## src/rtl/lws_pkg.sv

```systemverilog
package lws_pkg;

    localparam int NUM_WAYS = 4;
    localparam int ORD_W    = 6;

    typedef logic [1:0]       way_t;
    typedef logic [ORD_W-1:0] ord_t;

    typedef struct packed {
        logic ld3;
        logic lk3;
        logic ld2;
        logic lk2;
    } lock_cfg_t;

    typedef enum logic [0:0] {
        ST_IDLE = 1'b0,
        ST_EMIT = 1'b1
    } sel_state_e;

    // bit index of the pair (i, j), i < j
    function automatic int pair_idx(input int i, input int j);
        if (i == 0)      return j - 1;
        else if (i == 1) return j + 1;
        else             return 5;
    endfunction

    // bit set: lower way of the pair used more recently than the upper one
    function automatic logic is_older(input ord_t o, input int k, input int m);
        if (k < m) return !o[pair_idx(k, m)];
        else       return  o[pair_idx(m, k)];
    endfunction

    function automatic ord_t make_newest(input ord_t o, input way_t w);
        ord_t r;
        r = o;
        for (int i = 0; i < NUM_WAYS; i++) begin
            for (int j = i + 1; j < NUM_WAYS; j++) begin
                if (int'(w) == i) r[pair_idx(i, j)] = 1'b1;
                if (int'(w) == j) r[pair_idx(i, j)] = 1'b0;
            end
        end
        return r;
    endfunction

endpackage

```

## src/rtl/lws_cfg_reg.sv

```systemverilog
module lws_cfg_reg
    import lws_pkg::*;
#(
    parameter int DW      = 32,
    parameter int LK2_POS = 0,
    parameter int LD2_POS = 1,
    parameter int LK3_POS = 8,
    parameter int LD3_POS = 9
) (
    input  logic          clk,
    input  logic          rst_n,
    input  logic          we,
    input  logic [DW-1:0] wdata,
    output logic [DW-1:0] rdata,
    output lock_cfg_t     cfg,
    output logic          err
);

    lock_cfg_t cfg_q;

    always_ff @(posedge clk or negedge rst_n) begin
        if (!rst_n) begin
            cfg_q <= '0;
        end else if (we) begin
            cfg_q.lk2 <= wdata[LK2_POS];
            cfg_q.ld2 <= wdata[LD2_POS];
            cfg_q.lk3 <= wdata[LK3_POS];
            cfg_q.ld3 <= wdata[LD3_POS];
        end
    end

    always_comb begin
        rdata          = '0;
        rdata[LK2_POS] = cfg_q.lk2;
        rdata[LD2_POS] = cfg_q.ld2;
        rdata[LK3_POS] = cfg_q.lk3;
        rdata[LD3_POS] = cfg_q.ld3;
    end

    assign cfg = cfg_q;
    assign err = cfg_q.ld2 & cfg_q.ld3;

endmodule

```

## src/rtl/lws_lru_store.sv

```systemverilog
module lws_lru_store
    import lws_pkg::*;
#(
    parameter int SETS  = 64,
    parameter int SET_W = $clog2(SETS)
) (
    input  logic             clk,
    input  logic             rst_n,
    input  logic [SET_W-1:0] rd_set,
    output ord_t             rd_ord,
    input  logic             wr_en,
    input  logic [SET_W-1:0] wr_set,
    input  way_t             wr_way
);

    ord_t ord_mem [SETS];

    always_ff @(posedge clk or negedge rst_n) begin
        if (!rst_n) begin
            for (int s = 0; s < SETS; s++) ord_mem[s] <= '0;
        end else if (wr_en) begin
            ord_mem[wr_set] <= make_newest(ord_mem[wr_set], wr_way);
        end
    end

    assign rd_ord = ord_mem[rd_set];

endmodule

```

## src/rtl/lws_victim_pick.sv

```systemverilog
module lws_victim_pick
    import lws_pkg::*;
(
    input  ord_t      ord,
    input  lock_cfg_t cfg,
    input  logic      pref,
    input  logic      dsp,
    input  logic      lock_st,
    output way_t      way,
    output logic [NUM_WAYS-1:0] oldest
);

    logic force2;
    logic force3;
    logic [NUM_WAYS-1:0] cand;

    assign force2 = pref & dsp & lock_st & cfg.lk2 & cfg.ld2;
    assign force3 = pref & dsp & lock_st & cfg.lk3 & cfg.ld3;
    assign cand   = dsp ? {~cfg.lk3, ~cfg.lk2, 2'b11} : {NUM_WAYS{1'b1}};

    for (genvar k = 0; k < NUM_WAYS; k++) begin : g_age
        always_comb begin
            oldest[k] = cand[k];
            for (int m = 0; m < NUM_WAYS; m++) begin
                if (m != k && cand[m] && !is_older(ord, k, m)) oldest[k] = 1'b0;
            end
        end
    end

    always_comb begin
        way = '0;
        if (force2) begin
            way = 2'd2;
        end else if (force3) begin
            way = 2'd3;
        end else begin
            for (int k = NUM_WAYS - 1; k >= 0; k--) begin
                if (oldest[k]) way = way_t'(k);
            end
        end
    end

endmodule

```

## src/rtl/lockable_way_selector.sv

```systemverilog
module lockable_way_selector
    import lws_pkg::*;
#(
    parameter int SETS  = 64,
    parameter int SET_W = $clog2(SETS),
    parameter int DW    = 32
) (
    input  logic             clk,
    input  logic             rst_n,
    input  logic             cfg_we,
    input  logic [DW-1:0]    cfg_wdata,
    output logic [DW-1:0]    cfg_rdata,
    output logic             cfg_err,
    input  logic             miss_req,
    input  logic [SET_W-1:0] miss_set,
    input  logic             miss_pref,
    input  logic             dsp_mode,
    input  logic             lock_en,
    input  logic             hit_req,
    input  logic [SET_W-1:0] hit_set,
    input  logic [1:0]       hit_way,
    output logic             victim_valid,
    output logic [1:0]       victim_way
);

    sel_state_e state_q, state_d;
    lock_cfg_t  cfg;
    ord_t       cur_ord;
    way_t       pick_way;
    way_t       way_q;
    logic [NUM_WAYS-1:0] oldest_vec;
    logic             upd_en;
    logic [SET_W-1:0] upd_set;
    way_t             upd_way;

    lws_cfg_reg #(.DW(DW)) u_cfg (
        .clk   (clk),
        .rst_n (rst_n),
        .we    (cfg_we),
        .wdata (cfg_wdata),
        .rdata (cfg_rdata),
        .cfg   (cfg),
        .err   (cfg_err)
    );

    lws_lru_store #(.SETS(SETS), .SET_W(SET_W)) u_lru (
        .clk    (clk),
        .rst_n  (rst_n),
        .rd_set (miss_set),
        .rd_ord (cur_ord),
        .wr_en  (upd_en),
        .wr_set (upd_set),
        .wr_way (upd_way)
    );

    lws_victim_pick u_pick (
        .ord     (cur_ord),
        .cfg     (cfg),
        .pref    (miss_pref),
        .dsp     (dsp_mode),
        .lock_st (lock_en),
        .way     (pick_way),
        .oldest  (oldest_vec)
    );

    // a fill takes the single update port ahead of a coincident hit
    always_comb begin
        upd_en  = miss_req | hit_req;
        upd_set = miss_req ? miss_set : hit_set;
        upd_way = miss_req ? pick_way : way_t'(hit_way);
    end

    always_comb begin
        state_d = state_q;
        unique case (state_q)
            ST_IDLE: if (miss_req)  state_d = ST_EMIT;
            ST_EMIT: if (!miss_req) state_d = ST_IDLE;
            default: state_d = ST_IDLE;
        endcase
    end

    always_ff @(posedge clk or negedge rst_n) begin
        if (!rst_n) state_q <= ST_IDLE;
        else        state_q <= state_d;
    end

    always_ff @(posedge clk or negedge rst_n) begin
        if (!rst_n)        way_q <= '0;
        else if (miss_req) way_q <= pick_way;
    end

    always_comb begin
        victim_valid = 1'b0;
        victim_way   = way_q;
        unique case (state_q)
            ST_IDLE: victim_valid = 1'b0;
            ST_EMIT: victim_valid = 1'b1;
            default: victim_valid = 1'b0;
        endcase
    end


    miss_gives_valid_chk: assert property (@(posedge clk) disable iff (!rst_n)
        miss_req |=> victim_valid);


    valid_needs_miss_chk: assert property (@(posedge clk) disable iff (!rst_n)
        victim_valid |-> $past(miss_req));


    force_way2_chk: assert property (@(posedge clk) disable iff (!rst_n)
        (miss_req && miss_pref && dsp_mode && lock_en && cfg_rdata[0] && cfg_rdata[1])
        |=> (victim_way == 2'd2));


    force_way3_chk: assert property (@(posedge clk) disable iff (!rst_n)
        (miss_req && miss_pref && dsp_mode && lock_en && cfg_rdata[8] && cfg_rdata[9]
         && !(cfg_rdata[0] && cfg_rdata[1]))
        |=> (victim_way == 2'd3));


    lock2_excluded_chk: assert property (@(posedge clk) disable iff (!rst_n)
        (miss_req && dsp_mode && cfg_rdata[0] && !cfg_rdata[1])
        |=> (victim_way != 2'd2));


    lock3_excluded_chk: assert property (@(posedge clk) disable iff (!rst_n)
        (miss_req && dsp_mode && cfg_rdata[8] && !cfg_rdata[9])
        |=> (victim_way != 2'd3));


    single_oldest_chk: assert property (@(posedge clk) disable iff (!rst_n)
        miss_req |-> $onehot(oldest_vec));

endmodule

```

## config.mk

```make
export PLATFORM = sky130hd
export DESIGN_NAME = lockable_way_selector
export DESIGN_NICKNAME = d
export VERILOG_FILES = /design/src/rtl/lws_pkg.sv /design/src/rtl/lws_cfg_reg.sv /design/src/rtl/lws_lru_store.sv /design/src/rtl/lws_victim_pick.sv /design/src/rtl/lockable_way_selector.sv
export SDC_FILE = /design/constraint.sdc
export NUM_CORES = 1
export LEC_CHECK = 0
export BUFFER_PORTS_ARGS = -buffer_cell sky130_fd_sc_hd__buf_2
export CAP_MARGIN = 10
export CELL_PAD_IN_SITES_DETAIL_PLACEMENT = 1
export CELL_PAD_IN_SITES_GLOBAL_PLACEMENT = 1
export CORE_ASPECT_RATIO = 0.8
export CORE_MARGIN = 3
export CORE_UTILIZATION = 50
export CTS_CLUSTER_SIZE = 10
export DETAILED_ROUTE_END_ITERATION = 16
export PLACE_DENSITY_LB_ADDON = 0.1
export SYNTH_ARGS = -nofsm -noshare
export SYNTH_HDL_FRONTEND = slang
export SYNTH_SLANG_ARGS = --single-unit
export TNS_END_PERCENT = 5
```

## constraint.sdc

```tcl
create_clock -name clk -period 6.3 [get_ports clk]
set_input_delay 1.89 -clock clk [delete_from_list [all_inputs] [get_ports clk]]
set_output_delay 1.89 -clock clk [all_outputs]
set_load 0.03 [all_outputs]
```

== Word-level counts from Yosys, hierarchy flattened ==
Cells that the tools add are included.
Word-level totals
  memory bits (writable): 0
  register bits: 391
  output and inout bits: 36
  bits in latches: 0
  input port bits: 54
  memories: 0
  ROM bits: 0
Cells by class
  div/mod/pow operators: 0
  $mul: 0
  add/sub/neg operators: 0
  magnitude comparators: 27
  mux-type cells: 104
  reductions and logical operators: 32
  equal/unequal tests: 3
  bitwise operators: 31
  shifts and indexed selects: 0
Operator list (number)
  2-to-1 mux 32 bit: 24
  bitwise mux 384 bit: 1
  >= comparator 32 x 1 -> 1 bit (second input constant): 12
  < comparator 32 x 5 -> 1 bit (second input constant): 12
  2-to-1 mux 6 bit: 30
  binary-select mux 6 bit (select 6 bit): 2
  bitwise AND 6 bit: 6
  demux 1 bit (select 3 bit): 12
  demux 6 bit (select 6 bit): 1
  NOT 6 bit: 6
  bitwise OR 6 bit: 6
  logical AND 1 bit: 25
  2-to-1 mux 1 bit: 25
  >= comparator 7 bit (second input constant): 2
  2-to-1 mux 2 bit: 7
  NOT 6 -> 7 bit: 2
  bitwise AND 1 bit: 7
  < comparator 7 x 1 -> 1 bit (second input constant): 1
  logical NOT 1 bit: 6
  equality test 2 bit (second input constant): 2
  2-to-1 mux 4 bit: 1
  NOT 1 bit: 3
  equality test 2 x 1 -> 1 bit (second input constant): 1
  logical NOT 2 bit: 1
  2 further kinds: 2

== Longest topological paths before layout ==
  depth in word-level cells: 60
  mapped depth: 18
  gate-level depth less buffers: 9

== Modules after synthesis ==
From an unflattened synthesis, not the netlist that was laid out.
Unflattened totals
  cells, all modules: 2034
  area, all modules: 21394.3 µm²
Modules (own cells, without submodules)
  lws_lru_store: instances 1, cells an instance 1956, area each 20623.5 µm²
  lws_cfg_reg: instances 1, cells an instance 42, area each 395.4 µm²
  lockable_way_selector: instances 1, cells an instance 15, area each 239.0 µm²
  lws_victim_pick: instances 1, cells an instance 21, area each 136.4 µm²

== Least setup slack after synthesis ==
OpenSTA, ideal clock, no wires.
  path type: in2reg
  start point: input miss_set[0]
  end point: register u_lru.ord_mem[23] in the netlist's numbering
  setup slack: 1.019 ns
  library setup time: 0.134 ns
  arrival: 5.147 ns
  stages: 16
  data required time: 6.166 ns
  path through: buf_6 > buf_8 > buf_8 > buf_6 > buf_4 > buf_4 > mux4_2 > mux2i_1 > o22ai_1 > o22ai_1 > nand2_1 > a31oi_1 > a21o_1 > mux2i_1 > clkbuf_1 > o21ai_0
Between the ends
  word-level cells in the longest chain between the ends: 53
  elaborated cells between the ends (all ways): 92
  those cells by class: 2 x order compare; 3 x eq/ne; 53 x mux; 14 x bitwise; 20 x reduce/logical
RTL lines
  start: declaration: line lockable_way_selector.sv:15  | input logic [SET_W-1:0] miss_set,
  NOT 6 -> 7 bit (not written as such): line lws_lru_store.sv:26  | assign rd_ord = ord_mem[rd_set];
  binary-select mux 6 bit (select 6 bit): line lws_lru_store.sv:26
  2-to-1 mux 6 bit (not written as such) (2 in series): line lws_lru_store.sv:26
  logical NOT 1 bit
  logical AND 1 bit: line lws_victim_pick.sv:25  | if (m != k && cand[m] && !is_older(ord, k, m)) oldest[k] = 1'b0;
  2-to-1 mux 1 bit (3 in series): line lws_victim_pick.sv:25
  2-to-1 mux 2 bit (4 in series): line lws_victim_pick.sv:38  | if (oldest[k]) way = way_t'(k);
  2-to-1 mux 2 bit: line lws_victim_pick.sv:34  | end else if (force3) begin
  [... 31 more ...]
  2-to-1 mux 6 bit: line lws_lru_store.sv:21  | end else if (wr_en) begin
  bitwise OR 6 bit (no source line)
  2-to-1 mux 6 bit: line lws_pkg.sv:39  | if (int'(w) == i) r[pair_idx(i, j)] = 1'b1;
  2-to-1 mux 6 bit: line lws_lru_store.sv:21
  bitwise AND 6 bit (no source line)
  2-to-1 mux 6 bit: line lws_pkg.sv:40  | if (int'(w) == j) r[pair_idx(i, j)] = 1'b0;
  2-to-1 mux 6 bit: line lws_lru_store.sv:21
  bitwise mux 384 bit *: line lws_lru_store.sv:22  | ord_mem[wr_set] <= make_newest(ord_mem[wr_set], wr_way);
  end signal: indexed assignment: line lws_lru_store.sv:22
  end: declaration: line lws_lru_store.sv:16  | ord_t ord_mem [SETS];
Mark *: on every way between the ends. The rest lies on a longest branch, timed or not. The select of a mux whose other input is x is not followed.
A chain may end at the register's enable or synchronous reset.

== Final worst setup path ==
  start point: input miss_set[0]
  end point: register u_lru.ord_mem[56] in the netlist's numbering
The elaborated chain is that of the path after synthesis.

==> summary.txt <==
Pwr
  – Total Power: ~8.2 mW
  – Leak pwr: 10.1 nW
  – Maximum VDD drop: 0.000195 V
  – Pwr/cell area: 352 nW/um^2

Global routing
  – First-pass GRT wire length: around 130000 um
  – Number of global-route vias before repair: 19000
  – GRT Total Usage: around two fifths
  – Largest net degree at the start of global routing: approximately 120
  – Antenna violations before repair: 4
  – GRT overflow: 0

Timing
  – Unrepaired setup endpoints after global routing: no
  – Slew HR: 12.2%
  – Period utilization: 90.1%
  – Setup TNS: 0 ns
  – Worst-Margin Slew: 1.31 ns
  – Final Slew Violations: 0
  – Fin crit period: 5.68 ns
  – Fmax: 176 MHz
  – Hold Fails Final Rpt: 0
  – Endpoints failing setup: 0
  – Clock Skew: 0.0273 ns

Run status
  – Outcome: completed

Yosys
  – Async set-reset flop share out of synthesis: 100%
  – Number of cells produced by synthesis: 2200
  – Yosys warns: 0
  – #FFs+latches synth: 391
  – Syn_area_per_cell: 9.55 sq um
  – Post-synthesis sequential area ratio: between 40% and 50%
  – Library cells used by synthesis: 71
  – Main synth FF type: dfrtp_1
  – Netlist Area Pre-Place: about 21000 sq um
  – EDFF count, synth: 0

Clock network
  – Hold Buf Count CTS: 0
  – Clk slew on worst S/H paths: roughly 0.05 ns
  – # resized after CTS: 0
  – Post-CTS setup buffer count: 0
  – CTS sink count: 391
  – Skew-Pair Late Insertion Delay: around 0.57 ns
  – TritonCTS Buffers: 46
  – Maximum clock path buffer count: 3
  – CTS Root Cell: clkbuf_16
  – H-tree depth: 2
  – TritonCTS clock tree: built

Critical path
  – CP required: 6.76 ns
  – CP Class: in -> reg
  – Critical path's largest stage delay: slightly above 0.6 ns
  – Crit path cell chain: buf_6 > buf_4 > mux4_2 > mux2_2 > o311ai_0 > buf_4 > a22o_1 > nor3_1 > or4_4 > maj3_4 > buf_12 > o21ai_0
  – Crit-path leading delay family: buffers and inverters
  – CP Buf/Inv Count: 4
  – Crit-path max FO: 40
  – CP Capture Type: flop
  – Crit path arrival time: 6.13 ns
  – CP Launch Type: input pin
  – CP max stage cell: or4_4
  – CP dominant cell by count: buf_4

Route
  – Post-Route WL: 84800 um
  – Met2 WL: 36400 um
  – DRC: 0
  – Top sig layer: met5
  – Via density: 6.73
  – Final antenna-violating net count: 0
  – Detailed-route via count: 18600
  – WL/cell: approximately 31 um
  – Metal1 wirelength: 34600 um
  – Iteration-0 DRC count of the detailed router: about 2200
  – First drt pass iteration count: 7
  – Routed wl met3: 10300 um

Floorplanning
  – Initial Util: 51.2%
  – Die area: 44500 sq um
  – Chip Height: 189 um
  – Die Wd: 235 um
  – CORE AREA: 41000 sq um
  – Cell row count: 66
  – I/O pin cnt: 90

Place
  – Post-DP HPWL: 59100 um
  – Global placement routability congestion: 0.980
  – IO buf count: 33
  – Placed cell count: 2703

Job
  – MaxCap Viol Count: 0

Finish
  – FF/Latch Area: between 9000 and 10000 sq um
  – Layout area overhead: 11.2%
  – Layout fillers: ~4600
  – NumNets Final: 2261
  – Share of cells above drive strength 1: approximately 17%
  – Area of the multi-input gates: 10300 sq um
  – Final cell count without fillers: 2767

Worst hold path
  – Hold Path Class: reg -> reg
## cells by family (layout without fill, tap and decap cells)
group,Yosys count,in the layout,share of synthesized area (%)
AO/OA/AOI/OAI,652,652,19.2
multiplexers,173,173,14.3
AND/OR/NAND/NOR,759,759,14.6
buffers and inverters,222,216,5.20
other,1,30,0.0178
adder cells (fa/ha/maj),2,2,0.113
flip-flops,391,391,46.6
## placed cells by master (no fill, tap or decap), drive strengths merged, types with 7 or more instances in the layout
cell type  Yosys  routed
a211oi         9       9
a21oi         39      39
a221oi        29      29
a222oi         7       7
a22o           7       7
a22oi         64      64
a311oi        11      11
a31oi          8       8
and3          12      12
buf           83     150
clkbuf       135      61
conb           1      28
dfrtp        391     391
mux2          21      21
mux2i         59      59
mux4          93      93
nand2        610     610
nand3         32      32
nand4          8       8
nor2          52      52
nor3          15      15
o21ai        415     415
o221ai         8       8
o22ai         28      28
## layout make-up
class / instances / area share [%]
multi-input combinational: 1614 / 44.2
tap: 544 / 2.91
timing repair buffer: 150 / 5.36
clock buffer: 61 / 5.61
antenna: 2 / 0.0214
sequential: 391 / 41.9
inverter: 4 / 0.0642
clock inverter: 1 / 0.0214
## cells in the mapped netlist (all sizes together), types with 3 or more instances
cell type	instances	share of area [%]
o221ai	8	0.33
clkbuf	135	2.4
nand3	32	0.76
a311oi	11	0.46
a221oi	29	1.2
nor2b	6	0.18
buf	83	2.7
mux4	93	10
inv	4	0.071
nand2b	3	0.089
nand4	8	0.24
a211o	3	0.13
a31oi	8	0.24
mux2i	59	2.9
a211oi	9	0.32
nor3	15	0.36
a22o	7	0.29
o31a	4	0.17
a21oi	39	0.93
and3	12	0.36
dfrtp	391	47
a22oi	64	2.3
and2	4	0.12
o22ai	28	0.83
mux2	21	1.1
nand2	610	11
a222oi	7	0.33
nor2	52	0.93
o21ai	415	11
## path summary, 6_finish.rpt
kind,startpoint,end,slack [ns],cells after the start
setup / recovery,miss_set[0],u_lru.ord_mem[56],0.62,12
hold / removal,u_lru.ord_mem[61],u_lru.ord_mem[61],0.50,2
setup reg to reg,u_lru.ord_mem[28],u_lru.ord_mem[268],2.36,11
min in group asynchronous,rst_n,u_lru.ord_mem[358],1.44,1
hold reg to reg,u_lru.ord_mem[61],u_lru.ord_mem[61],0.50,2
max in group asynchronous,rst_n,u_lru.ord_mem[27],3.64,2
## sequential cells by signal (all words and copies together) (netlist names)
signal / count
u_lru.ord_mem: 384
state_q: 1
victim_way: 2
u_cfg.cfg: 4
## tightest hold or removal path, delay by kind of cell, from the launching register on
family             cells  cell delay, ns
and+or+nand+nor        1            0.05
AOI/OAI and AO/OA      1            0.06
DFF                    1            0.36
## power breakdown
part | internal, mW | total [mW] | switching [mW]
registers | 3.12 | 3.67 | 0.550
clock network | 1.43 | 2.46 | 1.04
logic | 0.826 | 2.10 | 1.27
total | 5.37 | 8.23 | 2.86
## metrics by stage
| stage | area, sq um | hold WS [ns] | worst slack (ns) | util (%) |
|---|---|---|---|---|
| floorplan | 21100 | 0.458 | 1.02 | - |
| global placement | 22000 | 0.477 | 0.275 | 53.7 |
| detailed placement | 22100 | 0.490 | 0.154 | 53.7 |
| CTS | 23400 | 0.503 | 0.724 | 57.0 |
| global route | 23400 | 0.525 | 0.512 | 57.0 |
| finish | 23400 | 0.504 | 0.623 | 57.0 |
## metal layers
layer  track usage [%]  vias up
met5                 0        -
met4              15.3        6
met3              12.9      225
met2              55.8     1021
met1              52.5     9521
li1                  -     7858
(Power assumes the default switching activity.)
